## config.mk

```make
export PLATFORM = sky130hd
export DESIGN_NAME = bit_scan_unit
export DESIGN_NICKNAME = d
export VERILOG_FILES = /design/src/rtl/bit_scan_unit.sv
export SDC_FILE = /design/constraint.sdc
export NUM_CORES = 1
export LEC_CHECK = 0
export BUFFER_PORTS_ARGS = -buffer_cell sky130_fd_sc_hd__buf_2
export CORE_MARGIN = 2
export CORE_UTILIZATION = 40
export DETAILED_ROUTE_END_ITERATION = 10
export PLACE_DENSITY = 0.59
export RECOVER_POWER = 100
export SYNTH_ARGS = -nofsm -noshare
export SYNTH_HDL_FRONTEND = slang
export SYNTH_SLANG_ARGS = --single-unit
```

## constraint.sdc

```tcl
create_clock -name clk -period 4.25 [get_ports clk]
set_clock_uncertainty 0.1 [all_clocks]
set_input_delay 1.0625 -clock clk [delete_from_list [all_inputs] [get_ports clk]]
set_output_delay 1.0625 -clock clk [all_outputs]
set_load 0.005 [all_outputs]
```

## src/rtl/bit_scan_unit.sv

```systemverilog
module bit_scan_unit #(
  parameter int WIDTH = 32,
  parameter int SELW  = 8
) (
  input  logic                     clk,
  input  logic                     rst_n,
  input  logic                     start,
  input  logic [2:0]               op,
  input  logic [WIDTH-1:0]         operand,
  input  logic [SELW-1:0]          bit_sel,
  output logic [WIDTH-1:0]         result,
  output logic                     carry,
  output logic [$clog2(WIDTH)-1:0] scan_idx,
  output logic                     zflag,
  output logic                     done
);
  localparam int IDXW = $clog2(WIDTH);
  localparam logic [2:0] OP_TEST = 3'd0;
  localparam logic [2:0] OP_SET  = 3'd1;
  localparam logic [2:0] OP_CLR  = 3'd2;
  localparam logic [2:0] OP_FLIP = 3'd3;
  localparam logic [2:0] OP_FWD  = 3'd4;
  localparam logic [2:0] OP_REV  = 3'd5;

  wire [IDXW-1:0]  pos     = bit_sel[IDXW-1:0];
  wire [WIDTH-1:0] mask    = {{(WIDTH-1){1'b0}}, 1'b1} << pos;
  wire             old_bit = operand[pos];
  wire             is_bit  = (op[2] == 1'b0);
  wire             is_scan = (op == OP_FWD) || (op == OP_REV);
  wire             any_set = |operand;

  logic [WIDTH-1:0] mod_word;
  always_comb begin
    case (op)
      OP_SET:  mod_word = operand | mask;
      OP_CLR:  mod_word = operand & ~mask;
      OP_FLIP: mod_word = operand ^ mask;
      default: mod_word = operand;
    endcase
  end

  logic [IDXW-1:0] lo_idx, hi_idx;
  always_comb begin
    lo_idx = '0;
    for (int i = WIDTH - 1; i >= 0; i--)
      if (operand[i]) lo_idx = i[IDXW-1:0];
  end
  always_comb begin
    hi_idx = '0;
    for (int i = 0; i < WIDTH; i++)
      if (operand[i]) hi_idx = i[IDXW-1:0];
  end

  always_ff @(posedge clk) begin
    if (!rst_n) begin
      result   <= '0;
      carry    <= 1'b0;
      scan_idx <= '0;
      zflag    <= 1'b0;
      done     <= 1'b0;
    end else begin
      done <= start;
      if (start && is_bit) begin
        result <= mod_word;
        carry  <= old_bit;
      end
      if (start && is_scan) begin
        zflag <= any_set;
        if (any_set) scan_idx <= (op == OP_FWD) ? lo_idx : hi_idx;
      end
    end
  end

  p_done_follows_start_r10: assert property (@(posedge clk) disable iff (!rst_n)
    done |-> $past(start));

  p_test_keeps_word_r3: assert property (@(posedge clk) disable iff (!rst_n)
    (start && op == OP_TEST) |=> result == $past(operand));

  p_zero_scan_holds_r9: assert property (@(posedge clk) disable iff (!rst_n)
    (start && is_scan && !any_set) |=> ($stable(scan_idx) && !zflag));

  p_fwd_hits_set_bit_r6: assert property (@(posedge clk) disable iff (!rst_n)
    (start && op == OP_FWD && any_set) |=> ((($past(operand) >> scan_idx) & WIDTH'(1)) != '0));

  p_rev_is_highest_r7: assert property (@(posedge clk) disable iff (!rst_n)
    (start && op == OP_REV && any_set) |=> (($past(operand) >> scan_idx) == WIDTH'(1)));

  p_idle_holds_r10: assert property (@(posedge clk) disable iff (!rst_n)
    !start |=> ($stable(result) && $stable(carry) && $stable(scan_idx) && $stable(zflag)));
endmodule

```

==> Word-level counts from Yosys, hierarchy flattened <==
Cells that the tools add are included.
{ "classes": {"order_cmp": 1, "eq_ne": 5, "shifts": 1, "n_mux": 67, "n_bitwise": 5, "reduce_logical": 5} }
{ "ops": {"columns": ["operator", "count"], "rows": [
  ["5-bit 2-to-1 mux", 63],
  ["32-bit case mux with 3 select lines", 1],
  ["32-bit bitwise AND", 1],
  ["32-bit NOT", 1],
  ["32-bit bitwise OR", 1],
  ["32-bit OR reduction", 1],
  ["1-bit by 5-bit << shifter with 32-bit output (first input constant)", 1],
  ["32-bit bitwise XOR", 1],
  ["3-bit by 2-bit == test with 1-bit output (second input constant)", 2],
  ["3-bit == test (second input constant)", 2],
  ["5-bit by 6-bit less-than comparator with 1-bit output (second input constant)", 1],
  ["1-bit binary-select mux with 5-bit select", 1],
  ["3-bit by 1-bit == test with 1-bit output (second input constant)", 1],
  ["1-bit logical AND", 2],
  ["1-bit 2-to-1 mux", 2],
  ["2-bit AND reduction", 1],
  ["1-bit logical OR", 1],
  ["1-bit NOT", 1]
]} }
{ "word_totals": {"register_bits": 40, "input_bits": 46, "out_inout_bits": 40, "word_cells": 89} }

==> Longest topological paths before layout <==
Gate-level depths: netlist (run 1).
{ "logic_depth": {"depth_word": 33, "ltp_mapped": 10, "depth_no_buf": 9} }

==> Worst setup path before layout (run 1) <==
Ideal clock, no wire load.
{ "synth_timing": {"kind": "input to register", "startpoint": "in bit_sel[0]", "endpoint": "reg result[9]", "arrival_ns": 2.727, "required_ns": 4.034, "slack_ns": 1.307, "cell_stages": 10, "cell_sequence": "buf_1 -> nor2b_1 -> clkbuf_1 -> nand2_1 -> ha_1 -> nand2_1 -> o21ai_0 -> a222oi_1 -> nand2_1 -> o211a_1"} }
{ "synth_between": {"elab_chain_cells": 4} }
{ "synth_rtl": {"columns": ["item", "line", "rtl"], "rows": [
  ["start, declared", "10", "input logic [SELW-1:0] bit_sel,"],
  ["1-bit by 5-bit << shifter with 32-bit output *", "26", "wire [WIDTH-1:0] mask = {{(WIDTH-1){1'b0}}, 1'b1} << pos;"],
  ["32-bit NOT", "36", "OP_CLR: mod_word = operand & ~mask;"],
  ["32-bit bitwise AND", "36", null],
  ["32-bit case mux with 3 select lines *", "34", "case (op)"],
  ["end signal, assigned", "64", "result <= mod_word;"],
  ["end, declared", "11", "output logic [WIDTH-1:0] result,"]
]} }
Every way passes the cells marked *; elsewhere a longest branch is shown, timed or not.
A chain may end at the register's enable or synchronous reset.

==> Worst setup path after layout (run 1) <==
{ "layout_timing": {"startpoint": "in bit_sel[1]", "endpoint": "reg result[14]"} }
Same word-level chain as after synthesis.

==> flow_metrics.env, run 1 <==
export IMPL_status="finished, violations left"
export IMPL_violations="capacitance limit, slew limit"
export IMPL_crit_buf_inv=2
export IMPL_met1Wirelength_um=6010
export IMPL_critical_path_top_delay_family="buffers and inverters"
export IMPL_powerDensity_nw_per_um2=210
export IMPL_ir_drop_v=0.000138
export IMPL_viasPerCell=5.86
export IMPL_worstReg2RegEnd="scan_idx[1]"
export IMPL_firstDrtPassIters=5
export IMPL_finalCritPeriodShare_pct=83.2
export IMPL_layout_min_cycle_time_ns=3.54
export IMPL_dp_cells=722
export IMPL_ctsLongestPathBuffers=2
export IMPL_clkSlewWorstSetupHoldPaths_ns=0.08
export IMPL_clockRootBuffer="clkbuf_8"
export IMPL_crit_top_cell="nand2_1"
export IMPL_grt_pass1_wl_um=21500
export IMPL_slew_headroom_pct=-23.3
export IMPL_core_area_um2=10300
export IMPL_ys_seq_elements=40
export IMPL_gr_total_overflow=0
export IMPL_final_antenna_net_count=0
export IMPL_switchingPower_mw=0.356
export IMPL_routed_wl_met2_um=6130
export IMPL_cp_end_kind="flop"
export IMPL_yosys_top_cells_area="dfxtp_1 19%, ha_1 19%, nand2_1 8.1%"
export IMPL_syn_instance_count=537
export IMPL_initial_core_util_pct=41.1
export IMPL_yosysWarningCount=0
export IMPL_die_h_um=107
export IMPL_synth_common_cells="91 x nand2_1, 64 x ha_1, 46 x inv_1"
export IMPL_cts_tree="built"
export IMPL_ios=86
export IMPL_p_clk_share_pct=25.6
export IMPL_setup_viol=0
export IMPL_cp_arrival_ns=3.63
export IMPL_achievable_frequency_mhz=283
export IMPL_rsz0062_at_grt="no"
export IMPL_cts_resized=0
export IMPL_synth_fp_nets=647
export IMPL_route_detailed_wl_per_inst_um=18.0
export IMPL_cts_made_buffers=5
export IMPL_worstPathRequired_ns=4.35
export IMPL_ys_seq_area_share_pct=18.9
export IMPL_diodes=0
export IMPL_combPwrFrac_pct=33.3
export IMPL_met3_length_um=668
export IMPL_p_seq_share_pct=41.1
export IMPL_fin_util_pct=46.3
export IMPL_drt_iter0_drc=324
export IMPL_top_layer="met4"
export IMPL_synthDominantCellAreaShare_pct=18.9
export IMPL_final_hold_viol_count=0
export IMPL_power_leakage_nw=2.38
export IMPL_areaGrowthSynthToFinish_pct=12.6
export IMPL_rr_worst_depth=2
export IMPL_cp_start_kind="primary input"
export IMPL_grt_max_degree=42
export IMPL_fin_cells=729
export IMPL_rows=37
export IMPL_synth_edf_count=0
export IMPL_via_count=4275
export IMPL_hp_start="scan_idx[2]"
export IMPL_dpl_cell_area_um2=4740
export IMPL_worst_pin_slew_ns=1.85
export IMPL_drc=0
export IMPL_synth_area_um2=4240
export IMPL_synth_area_leader_cell="dfxtp_1"
export IMPL_layout_nets=703
export IMPL_place_congestion=0.894
export IMPL_maxCapViolCount=2
export IMPL_layout_drive_gt1_share_pct=15.9
export IMPL_setup_tns_ns=0
export IMPL_synthFlopType="dfxtp_1"
export IMPL_max_stage_delay_ns=0.55
export IMPL_hold_end="scan_idx[2]"
export IMPL_criticalPathCategory="in -> reg"
export IMPL_syn_mean_instance_area_um2=7.90
export IMPL_finalWirelength_um=13100
export IMPL_port_buffers=82
export IMPL_fp_dieW_um=107
export IMPL_final_max_slew_violation_count=64
export IMPL_crit_path_top_delay_cell="clkbuf_1"
export IMPL_antenna_found_initial=0
export IMPL_p_int_mw=0.646
export IMPL_grt_usage_pct=23.8
export IMPL_switching_share_pct=35.5
export IMPL_async_reset_ff_share_pct=0
export IMPL_hold_depth=2
export IMPL_dieArea_um2=11400
export IMPL_insertion_delay_ns=0.31
export IMPL_hold_class="reg -> reg"
export IMPL_yosysMostFrequentCell="nand2_1"
export IMPL_worstPathCellList="clkbuf_1 -> nor2b_1 -> clkbuf_1 -> nand2_1 -> ha_1 -> nand2_1 -> o21ai_0 -> a222oi_1 -> nand2_1 -> o211a_1"
export IMPL_post_cts_buffers=0
export IMPL_ctsHtreeMaxLevel=2
export IMPL_design_area_um2=4780
export IMPL_r2r_start="scan_idx[1]"
export IMPL_rrSetupSlack_ns=3.41
export IMPL_cts_sinks=40
export IMPL_cp_max_fo=12
export IMPL_synthDistinctLibCells=59
export IMPL_dp_final_hpwl_um=9820
export IMPL_ctsHoldBuffers=0
export IMPL_grt_pass1_vias=4072
-- final cells by class --
| cell class | count | area [um^2] |
|---|---|---|
| Timing Repair Buffer | 92 | 455 |
| Inverter | 46 | 173 |
| Sequential cell | 40 | 801 |
| Clock inverter | 1 | 5.00 |
| Tap cell | 136 | 170 |
| Fill cell | 1090 | 5550 |
| Multi-Input combinational cell | 408 | 3100 |
| Clock buffer | 6 | 72.6 |
-- worst min-delay path, stage by stage (launching register included) --
cell	delay [ns]
dfxtp_1	0.32
nand2_1	0.05
o22ai_1	0.06
-- registers in the layout, summed over array words and instances (netlist names) --
signal	count
scan_idx	5
result	32
done	1
zflag	1
carry	1
-- cell usage in the layout (no fill, tap or decap), types with 3 or more instances in the layout --
cell,synthesis,layout
a21oi_1,10,10
a221o_1,4,4
a222oi_1,10,10
a22oi_1,23,23
a31oi_1,7,7
buf_2,3,63
buf_4,0,8
clkbuf_1,38,21
clkbuf_8,0,5
dfxtp_1,40,40
ha_1,64,64
inv_1,46,46
mux2i_1,13,13
mux4_2,7,7
nand2_1,91,91
nand3_1,26,26
nor2_1,16,16
nor2b_1,6,4
nor3_1,6,6
nor4_1,6,6
o2111ai_1,3,3
o211a_1,32,32
o21ai_0,30,30
o31ai_1,5,5
or4_1,3,3
-- metal layers --
metal	up-vias	GRT usage, %
li1	2068	-
met1	2066	32.5
met2	125	38.9
met3	16	3.34
met4	0	7.33
met5	-	0
-- stage by stage --
stage / setup slack (ns) / total power [mW] / hold slack (ns)
2_1_floorplan: 1.31 / 0.630 / 0.363
3_3_place_gp: 0.895 / 0.750 / 0.369
3_5_place_dp: 0.874 / 0.758 / 0.362
4_1_cts: 1.19 / 1.02 / 0.375
5_1_grt: 0.527 / 1.08 / 0.383
6_report: 0.713 / 1.00 / 0.379
-- how the worst max path moves through the flow --
stage / slack, ns / startpoint / cells past startpoint / to
6_report: 0.71 / bit_sel[1] / 10 / result[14]
5_1_grt: 0.53 / op[1] / 6 / result[1]
4_1_cts: 1.19 / bit_sel[0] / 10 / result[13]
3_5_place_dp: 0.87 / bit_sel[0] / 10 / result[13]
3_3_place_gp: 0.90 / bit_sel[1] / 10 / result[14]
2_1_floorplan: 1.31 / bit_sel[0] / 10 / result[9]
-- cells by family after synthesis --
| kind of cell | synth area share [%] |
|---|---|
| AND/OR/NAND/NOR | 20.0 |
| AO/OA/AOI/OAI | 26.7 |
| buffers and inverters | 8.14 |
| adder cells (fa/ha/maj) | 18.9 |
| flip-flops | 18.9 |
| multiplexers | 7.40 |
-- power by group through the flow --
stage	Combinational, mW	Clock, mW	Sequential (mW)
floorplan	0.206	0	0.423
global placement	0.330	0	0.420
detailed placement	0.337	0	0.421
CTS	0.339	0.272	0.412
global route	0.378	0.285	0.416
finish	0.334	0.256	0.412
No activity file was read; power rests on OpenSTA's default activity.
==> run 2, diff against run 1 <==
- ABC_AREA: unset -> 1
- PLACE_DENSITY: 0.59 -> 0.62
- clock period: 4.25 -> 2.8 ns (I/O delays scaled with it)
==> run 2 against run 1 <==
The run still ends with capacitance limit, slew limit left. Largest cell class unchanged. Final cell count is 11% higher. Largest power group unchanged. Critical path type unchanged. Utilization increased by 2.1 points. Sequential share of layout area fell by 0.59 points.
==> flow_metrics.env, run 2 <==
export IMPL_rsz0062_at_grt="no"
export IMPL_yosysMostFrequentCell="nand2_1"
export IMPL_ctsHtreeMaxLevel=2
export IMPL_cp_end_kind="flop"
export IMPL_gr_total_overflow=0
export IMPL_ys_seq_elements=40
export IMPL_final_antenna_net_count=0
export IMPL_power_leakage_nw=2.26
export IMPL_rows=37
export IMPL_fp_dieW_um=106
export IMPL_areaGrowthSynthToFinish_pct=19.0
export IMPL_hp_start="scan_idx[4]"
export IMPL_worstReg2RegEnd="result[31]"
export IMPL_async_reset_ff_share_pct=0
export IMPL_hold_end="scan_idx[4]"
export IMPL_dp_cells=803
export IMPL_insertion_delay_ns=0.30
export IMPL_syn_mean_instance_area_um2=7.05
export IMPL_drt_iter0_drc=297
export IMPL_diodes=0
export IMPL_dpl_cell_area_um2=4860
export IMPL_reg_largest_list="result x32, scan_idx x5"
export IMPL_status="finished, violations left"
export IMPL_synth_common_cells="141 x nand2_1, 64 x ha_1, 40 x dfxtp_1, 40 x nor2_1, 38 x clkbuf_1"
export IMPL_post_cts_buffers=0
export IMPL_grt_usage_pct=23.4
export IMPL_firstDrtPassIters=5
export IMPL_powerDensity_nw_per_um2=337
export IMPL_finalWirelength_um=12800
export IMPL_setup_worst_path_start="operand[30]"
export IMPL_layout_nets=784
export IMPL_die_h_um=106
export IMPL_fin_util_pct=48.4
export IMPL_crit_top_cell="nand2_1"
export IMPL_ir_drop_v=0.000197
export IMPL_maxCapViolCount=1
export IMPL_yosysWarningCount=0
export IMPL_r2r_start="result[31]"
export IMPL_final_hold_viol_count=0
export IMPL_synth_fp_nets=700
export IMPL_final_common_cell="nand2_1"
export IMPL_critical_path_top_delay_family="simple AND/OR/NAND/NOR gates"
export IMPL_dieArea_um2=11200
export IMPL_hold_class="reg -> reg"
export IMPL_design_area_um2=4950
export IMPL_ctsHoldBuffers=0
export IMPL_slew_headroom_pct=-5.01
export IMPL_cts_tree="built"
export IMPL_violations="capacitance limit, slew limit"
export IMPL_achievable_frequency_mhz=395
export IMPL_layout_common_cells="141 x nand2_1, 68 x buf_2, 64 x ha_1"
export IMPL_worstPathRequired_ns=2.92
export IMPL_core_area_um2=10200
export IMPL_via_count=4557
export IMPL_finalCritPeriodShare_pct=90.4
export IMPL_max_stage_delay_ns=0.10
export IMPL_place_congestion=0.872
export IMPL_rr_worst_depth=2
export IMPL_antenna_found_initial=0
export IMPL_rrSetupSlack_ns=1.96
export IMPL_grt_pass1_wl_um=21500
export IMPL_synth_area_um2=4160
export IMPL_clockRootBuffer="clkbuf_8"
export IMPL_synth_edf_count=0
export IMPL_grt_max_degree=67
export IMPL_synthDominantCellAreaShare_pct=19.3
export IMPL_hold_depth=2
export IMPL_syn_instance_count=590
export IMPL_synthFlopType="dfxtp_1"
export IMPL_setup_viol=0
export IMPL_cp_max_fo=2
export IMPL_cp_arrival_ns=2.65
export IMPL_synth_area_leader_cell="dfxtp_1"
export IMPL_cts_sinks=40
export IMPL_cp_start_kind="primary input"
export IMPL_largest_reg_flops=32
export IMPL_drc=0
export IMPL_synthDistinctLibCells=29
export IMPL_layout_drive_gt1_share_pct=23.4
export IMPL_ctsLongestPathBuffers=2
export IMPL_final_max_slew_violation_count=39
export IMPL_dp_final_hpwl_um=9230
export IMPL_grt_pass1_vias=4476
export IMPL_yosys_top_cells_area="dfxtp_1 19%, ha_1 19%, nand2_1 13%"
export IMPL_port_buffers=82
export IMPL_ios=86
export IMPL_crit_buf_inv=3
export IMPL_initial_core_util_pct=40.7
export IMPL_cts_resized=0
export IMPL_cts_made_buffers=5
export IMPL_criticalPathCategory="in -> reg"
export IMPL_regMostFlops="result"
export IMPL_viasPerCell=5.62
export IMPL_crit_path_top_delay_cell="buf_2"
export IMPL_layout_min_cycle_time_ns=2.53
export IMPL_route_detailed_wl_per_inst_um=15.8
export IMPL_clkSlewWorstSetupHoldPaths_ns=0.09
export IMPL_ys_seq_area_share_pct=19.3
export IMPL_fin_cells=811
export IMPL_worst_pin_slew_ns=1.58
## run 2: changes by cell type in the layout (fill, tap and decap cells not counted), sizes merged, moves of 13 or more
| cell | previous run | this run |
|---|---|---|
| a221oi | 0 | 36 |
| a22oi | 23 | 0 |
| a31oi | 7 | 33 |
| buf | 71 | 101 |
| bufinv | 0 | 14 |
| inv | 46 | 33 |
| mux2i | 13 | 0 |
| nand2 | 92 | 141 |
| nand3 | 26 | 10 |
| nand4 | 2 | 24 |
| nor2 | 16 | 42 |
| nor3 | 6 | 34 |
| o211a | 32 | 0 |
## run 2: power breakdown
group / switching [mW] / internal [mW] / total, mW
combinational: 0.317 / 0.223 / 0.540
sequential: 0.0167 / 0.607 / 0.623
clock: 0.240 / 0.264 / 0.504
## run 2: how the worst max path moves through the flow
stage / to / slack, ns / cells past startpoint
final: scan_idx[0] / 0.27 / 36
after global routing: scan_idx[0] / 0.01 / 36
after CTS: scan_idx[0] / 0.29 / 36
after detailed placement: scan_idx[0] / -0.02 / 36
after global placement: scan_idx[0] / -0.02 / 36
after floorplan: scan_idx[0] / 0.42 / 32
## run 2: final cells by class
type | count | area (um^2)
multi-input combinational | 454 | 2810
fill | 1076 | 5280
timing repair buffer | 116 | 644
tap | 136 | 170
inverter | 57 | 412
clock buffer | 5 | 68.8
sequential | 40 | 801
clock inverter | 3 | 42.5
## run 2: worst min-delay path, cell delays in order, from the launching register on
cell,delay (ns)
dfxtp_1,0.34
o32ai_1,0.08
nor2_1,0.07
## run 2: logic make-up (layout without fill, tap and decap cells)
logic type / Yosys count / after routing / share of synthesized area, %
and+or+nand+nor: 251 / 251 / 25.8
DFF: 40 / 40 / 19.3
buffers and inverters: 96 / 181 / 13.4
AOI/OAI and AO/OA: 139 / 139 / 22.3
adders and majority gates: 64 / 64 / 19.3
## run 2: through the flow
stage          hold slack [ns]  worst slack, ns  TNS, ns  total power [mW]
2_1_floorplan            0.383            0.421        0             0.961
3_3_place_gp             0.368          -0.0220  -0.0220              1.16
3_5_place_dp             0.404          -0.0244  -0.0244              1.18
4_1_cts                  0.431            0.291        0              1.69
5_1_grt                  0.449           0.0103        0              1.78
6_report                 0.421            0.268        0              1.67
## run 2: per-layer routing
metal | track usage (%) | share of wire, %
met5 | 0 | 0
met2 | 41.2 | 49
met4 | 7.42 | 2.2
met1 | 29.3 | 44
met3 | 3.37 | 4.7
